[config.mk]
export PLATFORM = sky130hd
export DESIGN_NAME = ccm_hdr_fmt
export DESIGN_NICKNAME = d
export VERILOG_FILES = /design/src/rtl/ccm_hdr_pkg.sv /design/src/rtl/ccm_hdr_ctrl.sv /design/src/rtl/ccm_hdr_dp.sv /design/src/rtl/ccm_hdr_fmt.sv
export SDC_FILE = /design/constraint.sdc
export NUM_CORES = 1
export LEC_CHECK = 0
export ABC_AREA = 1
export BUFFER_PORTS_ARGS = -buffer_cell sky130_fd_sc_hd__buf_2
export CORE_ASPECT_RATIO = 1.2
export CORE_MARGIN = 1
export CORE_UTILIZATION = 30
export CTS_CLUSTER_DIAMETER = 150
export DETAILED_ROUTE_END_ITERATION = 10
export HOLD_SLACK_MARGIN = 0.03
export SETUP_SLACK_MARGIN = 0.2
export SLEW_MARGIN = 20
export SYNTH_ARGS = -nofsm -noshare
export SYNTH_HDL_FRONTEND = slang
export SYNTH_HIERARCHICAL = 1
export SYNTH_SLANG_ARGS = --single-unit
[constraint.sdc]
create_clock -name clk -period 2 [get_ports clk]
set_input_delay 0.2 -clock clk [delete_from_list [all_inputs] [get_ports clk]]
set_output_delay 0.2 -clock clk [all_outputs]
set_load 0.005 [all_outputs]
[src/rtl/ccm_hdr_pkg.sv]
package ccm_hdr_pkg;

  localparam int BLK_BYTES    = 16;
  localparam int NONCE_MIN    = 7;
  localparam int NONCE_MAX    = 13;
  localparam int AAD_W        = 32;
  localparam int SHORT_PFX    = 2;
  localparam int LONG_PFX     = 6;
  localparam logic [AAD_W-1:0] LONG_AAD_MIN = 32'h0000_FF00;

  typedef enum logic [2:0] {
    PH_IDLE,
    PH_B0,
    PH_PFX,
    PH_AAD,
    PH_PAD
  } phase_e;

  // strobes from control to datapath
  typedef struct packed {
    logic       capture;
    logic       load;
    phase_e     phase;
    logic [3:0] blkIdx;
    logic [2:0] subIdx;
    logic       last;
  } ctl_strobe_t;

endpackage

[src/rtl/ccm_hdr_ctrl.sv]
module ccm_hdr_ctrl
  import ccm_hdr_pkg::*;
(
  input  logic             clk,
  input  logic             rstN,
  input  logic             start,
  input  logic [3:0]       nonceLen,
  input  logic [AAD_W-1:0] aadLen,
  input  logic             aadValid,
  input  logic             outValid,
  input  logic             outReady,
  output logic             aadReady,
  output logic             cfgError,
  output ctl_strobe_t      strobe
);

  localparam logic [2:0] SHORT_END = 3'(SHORT_PFX - 1);
  localparam logic [2:0] LONG_END  = 3'(LONG_PFX - 1);

  phase_e           phase;
  logic [3:0]       blkIdx;
  logic [2:0]       subIdx;
  logic [AAD_W-1:0] aadLeft;
  logic             hasAad;
  logic             longPfx;

  logic canLoad, accept, lenOk, srcAvail, step, lastNow, blkEnd, aadEnd;
  logic [2:0] pfxEnd;

  assign canLoad  = !outValid || outReady;
  assign accept   = start && (phase == PH_IDLE) && !outValid;
  assign lenOk    = (nonceLen >= 4'(NONCE_MIN)) && (nonceLen <= 4'(NONCE_MAX));
  assign srcAvail = (phase == PH_B0) || (phase == PH_PFX) || (phase == PH_PAD) ||
                    ((phase == PH_AAD) && aadValid);
  assign step     = canLoad && srcAvail;
  assign aadReady = (phase == PH_AAD) && canLoad;
  assign blkEnd   = (blkIdx == 4'd15);
  assign aadEnd   = (aadLeft == AAD_W'(1));
  assign pfxEnd   = longPfx ? LONG_END : SHORT_END;

  always_comb begin
    unique case (phase)
      PH_B0:   lastNow = blkEnd && !hasAad;
      PH_AAD:  lastNow = blkEnd && aadEnd;
      PH_PAD:  lastNow = blkEnd;
      default: lastNow = 1'b0;
    endcase
  end

  always_ff @(posedge clk or negedge rstN) begin
    if (!rstN) begin
      phase    <= PH_IDLE;
      blkIdx   <= '0;
      subIdx   <= '0;
      aadLeft  <= '0;
      hasAad   <= 1'b0;
      longPfx  <= 1'b0;
      cfgError <= 1'b0;
    end else begin
      cfgError <= accept && !lenOk;
      if (accept && lenOk) begin
        phase   <= PH_B0;
        blkIdx  <= '0;
        subIdx  <= '0;
        aadLeft <= aadLen;
        hasAad  <= |aadLen;
        longPfx <= aadLen >= LONG_AAD_MIN;
      end else if (step) begin
        blkIdx <= blkIdx + 4'd1;
        unique case (phase)
          PH_B0: begin
            if (blkEnd) begin
              phase  <= hasAad ? PH_PFX : PH_IDLE;
              subIdx <= '0;
            end
          end
          PH_PFX: begin
            subIdx <= subIdx + 3'd1;
            if (subIdx == pfxEnd) phase <= PH_AAD;
          end
          PH_AAD: begin
            aadLeft <= aadLeft - AAD_W'(1);
            if (aadEnd) phase <= blkEnd ? PH_IDLE : PH_PAD;
          end
          PH_PAD: begin
            if (blkEnd) phase <= PH_IDLE;
          end
          default: phase <= PH_IDLE;
        endcase
      end
    end
  end

  always_comb begin
    strobe.capture = accept && lenOk;
    strobe.load    = step;
    strobe.phase   = phase;
    strobe.blkIdx  = blkIdx;
    strobe.subIdx  = subIdx;
    strobe.last    = lastNow;
  end

endmodule

[src/rtl/ccm_hdr_dp.sv]
module ccm_hdr_dp
  import ccm_hdr_pkg::*;
#(
  parameter int MSG_W       = 32,
  parameter int NONCE_BYTES = 13
) (
  input  logic                     clk,
  input  logic                     rstN,
  input  ctl_strobe_t              strobe,
  input  logic [3:0]               nonceLen,
  input  logic [8*NONCE_BYTES-1:0] nonce,
  input  logic [4:0]               tagLen,
  input  logic [MSG_W-1:0]         msgLen,
  input  logic [AAD_W-1:0]         aadLen,
  input  logic [7:0]               aadData,
  input  logic                     outReady,
  output logic [7:0]               outData,
  output logic                     outValid,
  output logic                     outLast
);

  localparam int MSG_BYTES = MSG_W / 8;

  logic [3:0]               cfgNl;
  logic [2:0]               tagCode;
  logic [8*NONCE_BYTES-1:0] nonceR;
  logic [MSG_W-1:0]         msgR;
  logic [AAD_W-1:0]         aadR;

  always_ff @(posedge clk or negedge rstN) begin
    if (!rstN) begin
      cfgNl   <= '0;
      tagCode <= '0;
      nonceR  <= '0;
      msgR    <= '0;
      aadR    <= '0;
    end else if (strobe.capture) begin
      cfgNl   <= nonceLen;
      tagCode <= 3'((tagLen - 5'd2) >> 1);
      nonceR  <= nonce;
      msgR    <= msgLen;
      aadR    <= aadLen;
    end
  end

  logic [7:0] flagsByte;
  assign flagsByte = {1'b0, |aadR, tagCode, 3'(4'd14 - cfgNl)};

  // first block, one lane per byte position
  logic [7:0] b0Lane [BLK_BYTES];
  for (genvar p = 0; p < BLK_BYTES; p++) begin : gLane
    if (p == 0) begin : gFlags
      assign b0Lane[p] = flagsByte;
    end else begin : gBody
      logic [7:0] nonceB, msgB;
      if (p - 1 < NONCE_BYTES) begin : gN
        assign nonceB = nonceR[8*(p-1) +: 8];
      end else begin : gNz
        assign nonceB = 8'h00;
      end
      if (BLK_BYTES - 1 - p < MSG_BYTES) begin : gM
        assign msgB = msgR[8*(BLK_BYTES-1-p) +: 8];
      end else begin : gMz
        assign msgB = 8'h00;
      end
      assign b0Lane[p] = (4'(p) <= cfgNl) ? nonceB : msgB;
    end
  end

  logic       longPfx;
  logic [7:0] pfxByte;
  assign longPfx = aadR >= LONG_AAD_MIN;

  always_comb begin
    pfxByte = 8'h00;
    if (longPfx) begin
      unique case (strobe.subIdx)
        3'd0:    pfxByte = 8'hFF;
        3'd1:    pfxByte = 8'hFE;
        3'd2:    pfxByte = aadR[31:24];
        3'd3:    pfxByte = aadR[23:16];
        3'd4:    pfxByte = aadR[15:8];
        3'd5:    pfxByte = aadR[7:0];
        default: pfxByte = 8'h00;
      endcase
    end else begin
      pfxByte = (strobe.subIdx == 3'd0) ? aadR[15:8] : aadR[7:0];
    end
  end

  logic [7:0] nextByte;
  always_comb begin
    unique case (strobe.phase)
      PH_B0:   nextByte = b0Lane[strobe.blkIdx];
      PH_PFX:  nextByte = pfxByte;
      PH_AAD:  nextByte = aadData;
      default: nextByte = 8'h00;
    endcase
  end

  always_ff @(posedge clk or negedge rstN) begin
    if (!rstN) begin
      outValid <= 1'b0;
      outData  <= '0;
      outLast  <= 1'b0;
    end else if (strobe.load) begin
      outValid <= 1'b1;
      outData  <= nextByte;
      outLast  <= strobe.last;
    end else if (outReady) begin
      outValid <= 1'b0;
    end
  end

endmodule

[src/rtl/ccm_hdr_fmt.sv]
module ccm_hdr_fmt
  import ccm_hdr_pkg::*;
#(
  parameter int MSG_W       = 32,
  parameter int NONCE_BYTES = NONCE_MAX
) (
  input  logic                     clk,
  input  logic                     rstN,
  input  logic                     start,
  input  logic [3:0]               nonceLen,
  input  logic [8*NONCE_BYTES-1:0] nonce,
  input  logic [4:0]               tagLen,
  input  logic [MSG_W-1:0]         msgLen,
  input  logic [AAD_W-1:0]         aadLen,
  input  logic [7:0]               aadData,
  input  logic                     aadValid,
  output logic                     aadReady,
  output logic [7:0]               outData,
  output logic                     outValid,
  input  logic                     outReady,
  output logic                     outLast,
  output logic                     cfgError
);

  ctl_strobe_t strobe;

  ccm_hdr_ctrl u_ctrl (
    .clk      (clk),
    .rstN     (rstN),
    .start    (start),
    .nonceLen (nonceLen),
    .aadLen   (aadLen),
    .aadValid (aadValid),
    .outValid (outValid),
    .outReady (outReady),
    .aadReady (aadReady),
    .cfgError (cfgError),
    .strobe   (strobe)
  );

  ccm_hdr_dp #(
    .MSG_W       (MSG_W),
    .NONCE_BYTES (NONCE_BYTES)
  ) u_dp (
    .clk      (clk),
    .rstN     (rstN),
    .strobe   (strobe),
    .nonceLen (nonceLen),
    .nonce    (nonce),
    .tagLen   (tagLen),
    .msgLen   (msgLen),
    .aadLen   (aadLen),
    .aadData  (aadData),
    .outReady (outReady),
    .outData  (outData),
    .outValid (outValid),
    .outLast  (outLast)
  );

endmodule

# Word level (Yosys, flattened, before mapping)
# Cells that the tools add are included.
totals:
  reg_bits: 230
  latch_bits: 0
  ram_bits: 0
  mem_bits_ro: 0
  inputBits: 190
  n_memories: 0
classes:
  addsub: 5
  mul: 0
  n_div: 0
  magnitude_cmp: 20
  n_eq_ne: 16
  shifts: 0
  mux: 43
  n_bitwise: 1
  reduce_logical: 28
op_table:
  columns: ["operator", "count"]
  rows:
  - ["$mux W8", 19]
  - ["$mux W32", 3]
  - ["$ge A32 B16 Y1 const B", 2]
  - ["$reduce_or A32 Y1", 2]
  - ["$pmux W8 S6", 1]
  - ["$bmux W8 S4", 1]
  - ["$eq A32 B1 Y1 const B", 1]
  - ["$le A4 B4 Y1 const A", 8]
  - ["$sub A32 B1 Y32 const B", 1]
  - ["$mux W3", 10]
  - ["$pmux W8 S3", 1]
  - ["$le A3 B4 Y1 const A", 4]
  - ["$eq A3 B2 Y1 const B", 4]
  - ["$pmux W3 S4", 1]
  - ["$logic_and A1 B1 Y1", 10]
  - ["$eq A3 B3 Y1 const B", 3]
  - ["$ne A3 B2 Y1 const B", 3]
  - ["$le A2 B4 Y1 const A", 2]
  - ["$mux W4", 2]
  - ["$eq A3 B1 Y1 const B", 2]
  - ["$logic_not A3 Y1", 2]
  - ["$pmux W3 S2", 1]
  - ["$reduce_bool A2 Y1", 3]
  - ["$ge A5 B5 Y1 const B", 1]
  - ["20 further kinds", 26]

# Depth between registers and ports, before layout
depth:
  ltp_word: 7
  ltp_mapped: 15

# Hierarchy
# Netlist, hierarchy kept.
by_module_without_submodules:
  columns: ["mod", "instances", "cells_per_inst", "area_each_um2", "seq_area_each_um2"]
  rows:
  - ["ccm_hdr_dp", 1, 1339, 9582.9, 4629.4]
  - ["ccm_hdr_ctrl", 1, 516, 3359.5, 1126.1]

# Worst setup path after synthesis
# OpenSTA, ideal clock, no wires.
synth_timing:
  kind: "register to register"
  start: "register u_ctrl.phase[1]"
  end: "register u_dp.aadR[0]"
  setup_ns: 0.065
  arrival_ns: 2.059
  required_time_ns: 1.935
  slack_ns: -0.124
  path_stages_with_launch: 13
  n_path_buf: 5
  path_cell_list: "dfrtp_1 -> nor2_2 -> nand2_1 -> nor2_2 -> nand2_1 -> inv_1 -> buf_2 -> buf_2 -> clkbuf_1 -> clkbuf_1 -> buf_2 -> nand2_1 -> nand2_1"
synth_rtl:
  columns: ["item", "line_no", "source"]
  rows:
  - ["start: declaration", "ccm_hdr_ctrl.sv:20", "phase_e phase;"]
  - ["start signal: assignment", "ccm_hdr_ctrl.sv:73", "phase <= hasAad ? PH_PFX : PH_IDLE;"]
  - ["start signal: assignment", "ccm_hdr_ctrl.sv:83", "if (aadEnd) phase <= blkEnd ? PH_IDLE : PH_PAD;"]
  - ["end signal: assignment", "ccm_hdr_dp.sv:42", "aadR <= aadLen;"]
  - ["end: declaration", "ccm_hdr_dp.sv:28", "logic [AAD_W-1:0] aadR;"]

# Final worst setup path
layout_timing:
  start: "register u_dp.cfgNl[0]"
  end: "register u_dp.outData[3]"
layout_via:
  elab_chain_len: 6
  word_cells_on_any_way: 34
  classes_between: "15 x order compare; 19 x mux"
layout_lines:
  columns: ["item", "line_no", "source"]
  rows:
  - ["start: declaration", "ccm_hdr_dp.sv:24", "logic [3:0] cfgNl;"]
  - ["start signal: assignment", "ccm_hdr_dp.sv:38", "cfgNl <= nonceLen;"]
  - ["$le A4 B4 Y1 (tied with other cells)", "ccm_hdr_dp.sv:66", "assign b0Lane[p] = (4'(p) <= cfgNl) ? nonceB : msgB;"]
  - ["$mux W8", "ccm_hdr_dp.sv:66", null]
  - ["$bmux W8 S4 *", "ccm_hdr_dp.sv:94", "PH_B0: nextByte = b0Lane[strobe.blkIdx];"]
  - ["$mux W8 (implied by the code) * (2 in a row)", "ccm_hdr_dp.sv:94", null]
  - ["$pmux W8 S3 *", "ccm_hdr_dp.sv:93", "unique case (strobe.phase)"]
  - ["end signal: assignment", "ccm_hdr_dp.sv:108", "outData <= nextByte;"]
  - ["end: declaration", "ccm_hdr_dp.sv:17", "output logic [7:0] outData,"]
# Every way passes the cells marked *; elsewhere a longest branch is shown, timed or not. The select of a mux whose other input is x is not followed.
# A chain may end at the register's enable or synchronous reset.

==> results by group <==
STA
  • Final min period: 1.921 ns
  • Final hold vios: 0
  • Slew Limit Headroom: 0.5443
  • Clk_skew: 0.01172 ns
  • Final setup fails: 0
  • Slew Viols, Final: 0
  • Final period util: 0.9606
  • Setup TNS: 0 ns
  • Worst Max-Slew Pin Slew: 0.6828 ns
  • Fmax: 520.5 MHz
  • RSZ-0062 raised after global routing: true
  • Worst setup margin: 0.07884 ns

Global routing
  • Maximum number of pins on one net before global-route repair: 81
  • Initial antenna violation count: 0
  • Total gr overflow: 0
  • First-pass GRT wire length: 73,980 µm
  • Vias in the first global route: 14,120
  • Gr usage total: 0.2139

Pwr
  • Leak pwr: 9.394 nW
  • VDD IR max: 0.6869 mV
  • Power per cell area: 616.1 nW/µm²

Placement
  • PortBufs: 199
  • Cells after DPL: 2,578
  • HPWL Detailed: 32,330 µm
  • Pre-CTS setup slack: -0.05329 ns
  • Final Wtd Congestion: 0.9325

Finish
  • Layout cell share with drive strength beyond 1: 0.1947
  • Fin cells: 2,827
  • FILL cells: 4,324
  • Reg area: 5763 µm²
  • Area Growth Syn to Fin: 42.09%
  • Most common cell after layout, fill and taps aside: nand2_1
  • Net count of the finished layout: 2,455
  • Multi-input gate area: 6484 µm²
  • Most frequent cells in the layout: 695 x nand2_1, 224 x dfrtp_1, 198 x buf_2
  • N_diodes: 0

Yosys
  • Post-synth top flop: dfrtp_1
  • Cell Area, Synth: 12,940 µm²
  • Synth Warn #: 6
  • Cells after Synth: 1,855
  • Distinct cells, synth: 39
  • EDFF count, synth: 0
  • Sequential fraction of the synthesis area: 0.4447
  • Synth Area per Inst: 6.977 µm²
  • Post-Syn Nets: 2,055
  • Synth async-reset ratio: 1.000
  • Flops & latches, synth: 230

Critical path
  • Worst-path fanout max: 6
  • CP Capture Type: register
  • Worst EP required: 2.49 ns
  • Reg2Reg Launch Point: u_dp/cfgNl[0]
  • WP data arrival: 2.41 ns
  • CP startpoint kind: register
  • Crit Path Class: reg2reg
  • Crit path launch: u_dp/cfgNl[0]

Drt
  • Routed Antenna Nets: 0
  • Avg WL per Cell: 17.19 µm
  • Total number of vias: 13,960
  • DR pass1 iterations: 6
  • Post-DR vias/cell: 4.937
  • Final wirelength: 48,610 µm
  • # DRC: 0
  • Initial DRC count: 929

Run
  • Max cap viols: 0

CTS
  • CTS H-tree depth: 1
  • Worst-Skew Late Latency: 0.56 ns
  • Clk slew on worst S/H paths: 0.06 ns
  • CTS tree: done
  • # clock sinks: 230
  • Total CTS buffers: 28
  • Clock Root Buffer: clkbuf_16
  • Clock Path Buffers: 3

Floorplanning
  • IO Pins: 202
  • Die Y: 229.5 µm
  • Initial core utilization: 0.3032
  • Core ar.: 42,680 µm²
  • Die Area: 43,980 µm²
  • # rows: 83
  • Chip width: 191.6 µm

Hold path
  • Hold Crit Start: aadData[5]
  • HP Class: in2reg

Run status
  • Status: complete, no violations
## layer usage
| layer | wire, µm | share of wire | vias up | track usage |
|---|---|---|---|---|
| met5 | 0 | 0 | - | 0 |
| met1 | 19400 | 0.40 | 6654 | 0.2542 |
| met3 | 2339 | 0.048 | 109 | 0.02528 |
| li1 | - | - | 6709 | - |
| met4 | 2239 | 0.046 | 0 | 0.09623 |
| met2 | 24630 | 0.51 | 485 | 0.3811 |
## state kept, by name, summed over array words and instances (netlist names)
signal	flops
u_ctrl/subIdx	3
u_dp/outData	8
u_ctrl/cfgError	1
u_ctrl/phase	3
u_dp/nonceR	104
u_dp/cfgNl	4
u_ctrl/longPfx	1
u_dp/tagCode	3
u_dp/aadR	32
u_dp/msgR	32
u_ctrl/blkIdx	4
u_dp/outLast	1
u_ctrl/hasAad	1
u_dp/outValid	1
u_ctrl/aadLeft	32
## cell type report
cell class	count	share of cell area
Clock inverter	12	0.009593
Clock buffer	38	0.04511
Inverter	174	0.03660
Tap cell	552	0.03756
Sequential cell	230	0.3134
Timing Repair Buffer	452	0.2052
Multi-Input combinational cell	1369	0.3526
## cell usage after synthesis (all sizes together) (3+ instances only)
cell type	count	area, µm²
ha	10	125.1
nor3	5	30.03
nand4	46	287.8
o221ai	3	26.28
nand3	207	1076
nor4	4	25.02
nor2	169	671.9
xor2	11	96.34
clkinv	4	15.01
o211ai	12	90.09
a21oi	49	245.2
dfrtp	230	5756
clkbuf	38	142.6
inv	170	638.1
nand2	722	2725
o21ai	102	521.8
nand3b	6	45.04
xnor2	4	35.03
o22ai	3	18.77
or2	4	25.03
o21bai	6	45.04
a31oi	4	25.02
buf	44	260.3
## worst max-delay path, stage by stage (launching register included)
cell and delay, ns:
dfrtp_2 0.46, inv_2 0.10, ha_4 0.15, nor2_4 0.05, buf_6 0.12, o21ai_4 0.27
buf_4 0.18, nand3_1 0.06, nand3_1 0.08, nand2_1 0.07, nand3_1 0.07, nand3_1 0.09
nand2_1 0.07, nand2_1 0.04, nand2_1 0.05
## where the power goes
part           internal, mW  total (mW)  switching [mW]
combinational         0.529        1.09           0.558
sequential             4.69        4.73          0.0379
clock                  3.41        5.52            2.11
## cell families after synthesis
family | synth area share
flops | 0.4447
fa+ha+maj | 0.009667
buf+inv | 0.08159
simple gates | 0.3775
xor+xnor | 0.01015
compound gates | 0.07637
## repair_timing
action                     4_1_cts  5_1_grt
setup buffers                   11        2
pin swaps                       22       14
gates cloned                     2        7
hold endpoints to repair       338        0
resized for setup               78       43
setup endpoints to repair      183      204
hold buffers                   177        0
## through the flow
| stage | instance area, µm² | hold WS [ns] | power (mW) | util |
|---|---|---|---|---|
| floorplan | 12990 | -0.09559 | 5.093 | - |
| global placement | 14820 | 0.1717 | 5.578 | 0.3473 |
| detailed placement | 14820 | 0.1723 | 5.588 | 0.3473 |
| CTS | 18070 | 0.09012 | 11.43 | 0.4233 |
| global route | 18390 | 0.1343 | 11.74 | 0.4309 |
| finish | 18390 | 0.1169 | 11.33 | 0.4309 |
## final timing paths
kind / endpoint / slack [ns] / cells after the start
max reg2reg: u_dp/outData[3] / 0.08 / 14
max in group asynchronous: u_dp/cfgNl[2] / 1.14 / 3
max: u_dp/outData[3] / 0.08 / 14
min: u_dp/outData[5] / 0.12 / 7
min reg2reg: u_dp/nonceR[89] / 0.47 / 2
min in group asynchronous: u_dp/nonceR[44] / 0.16 / 2
No activity file was read; power rests on OpenSTA's default activity.
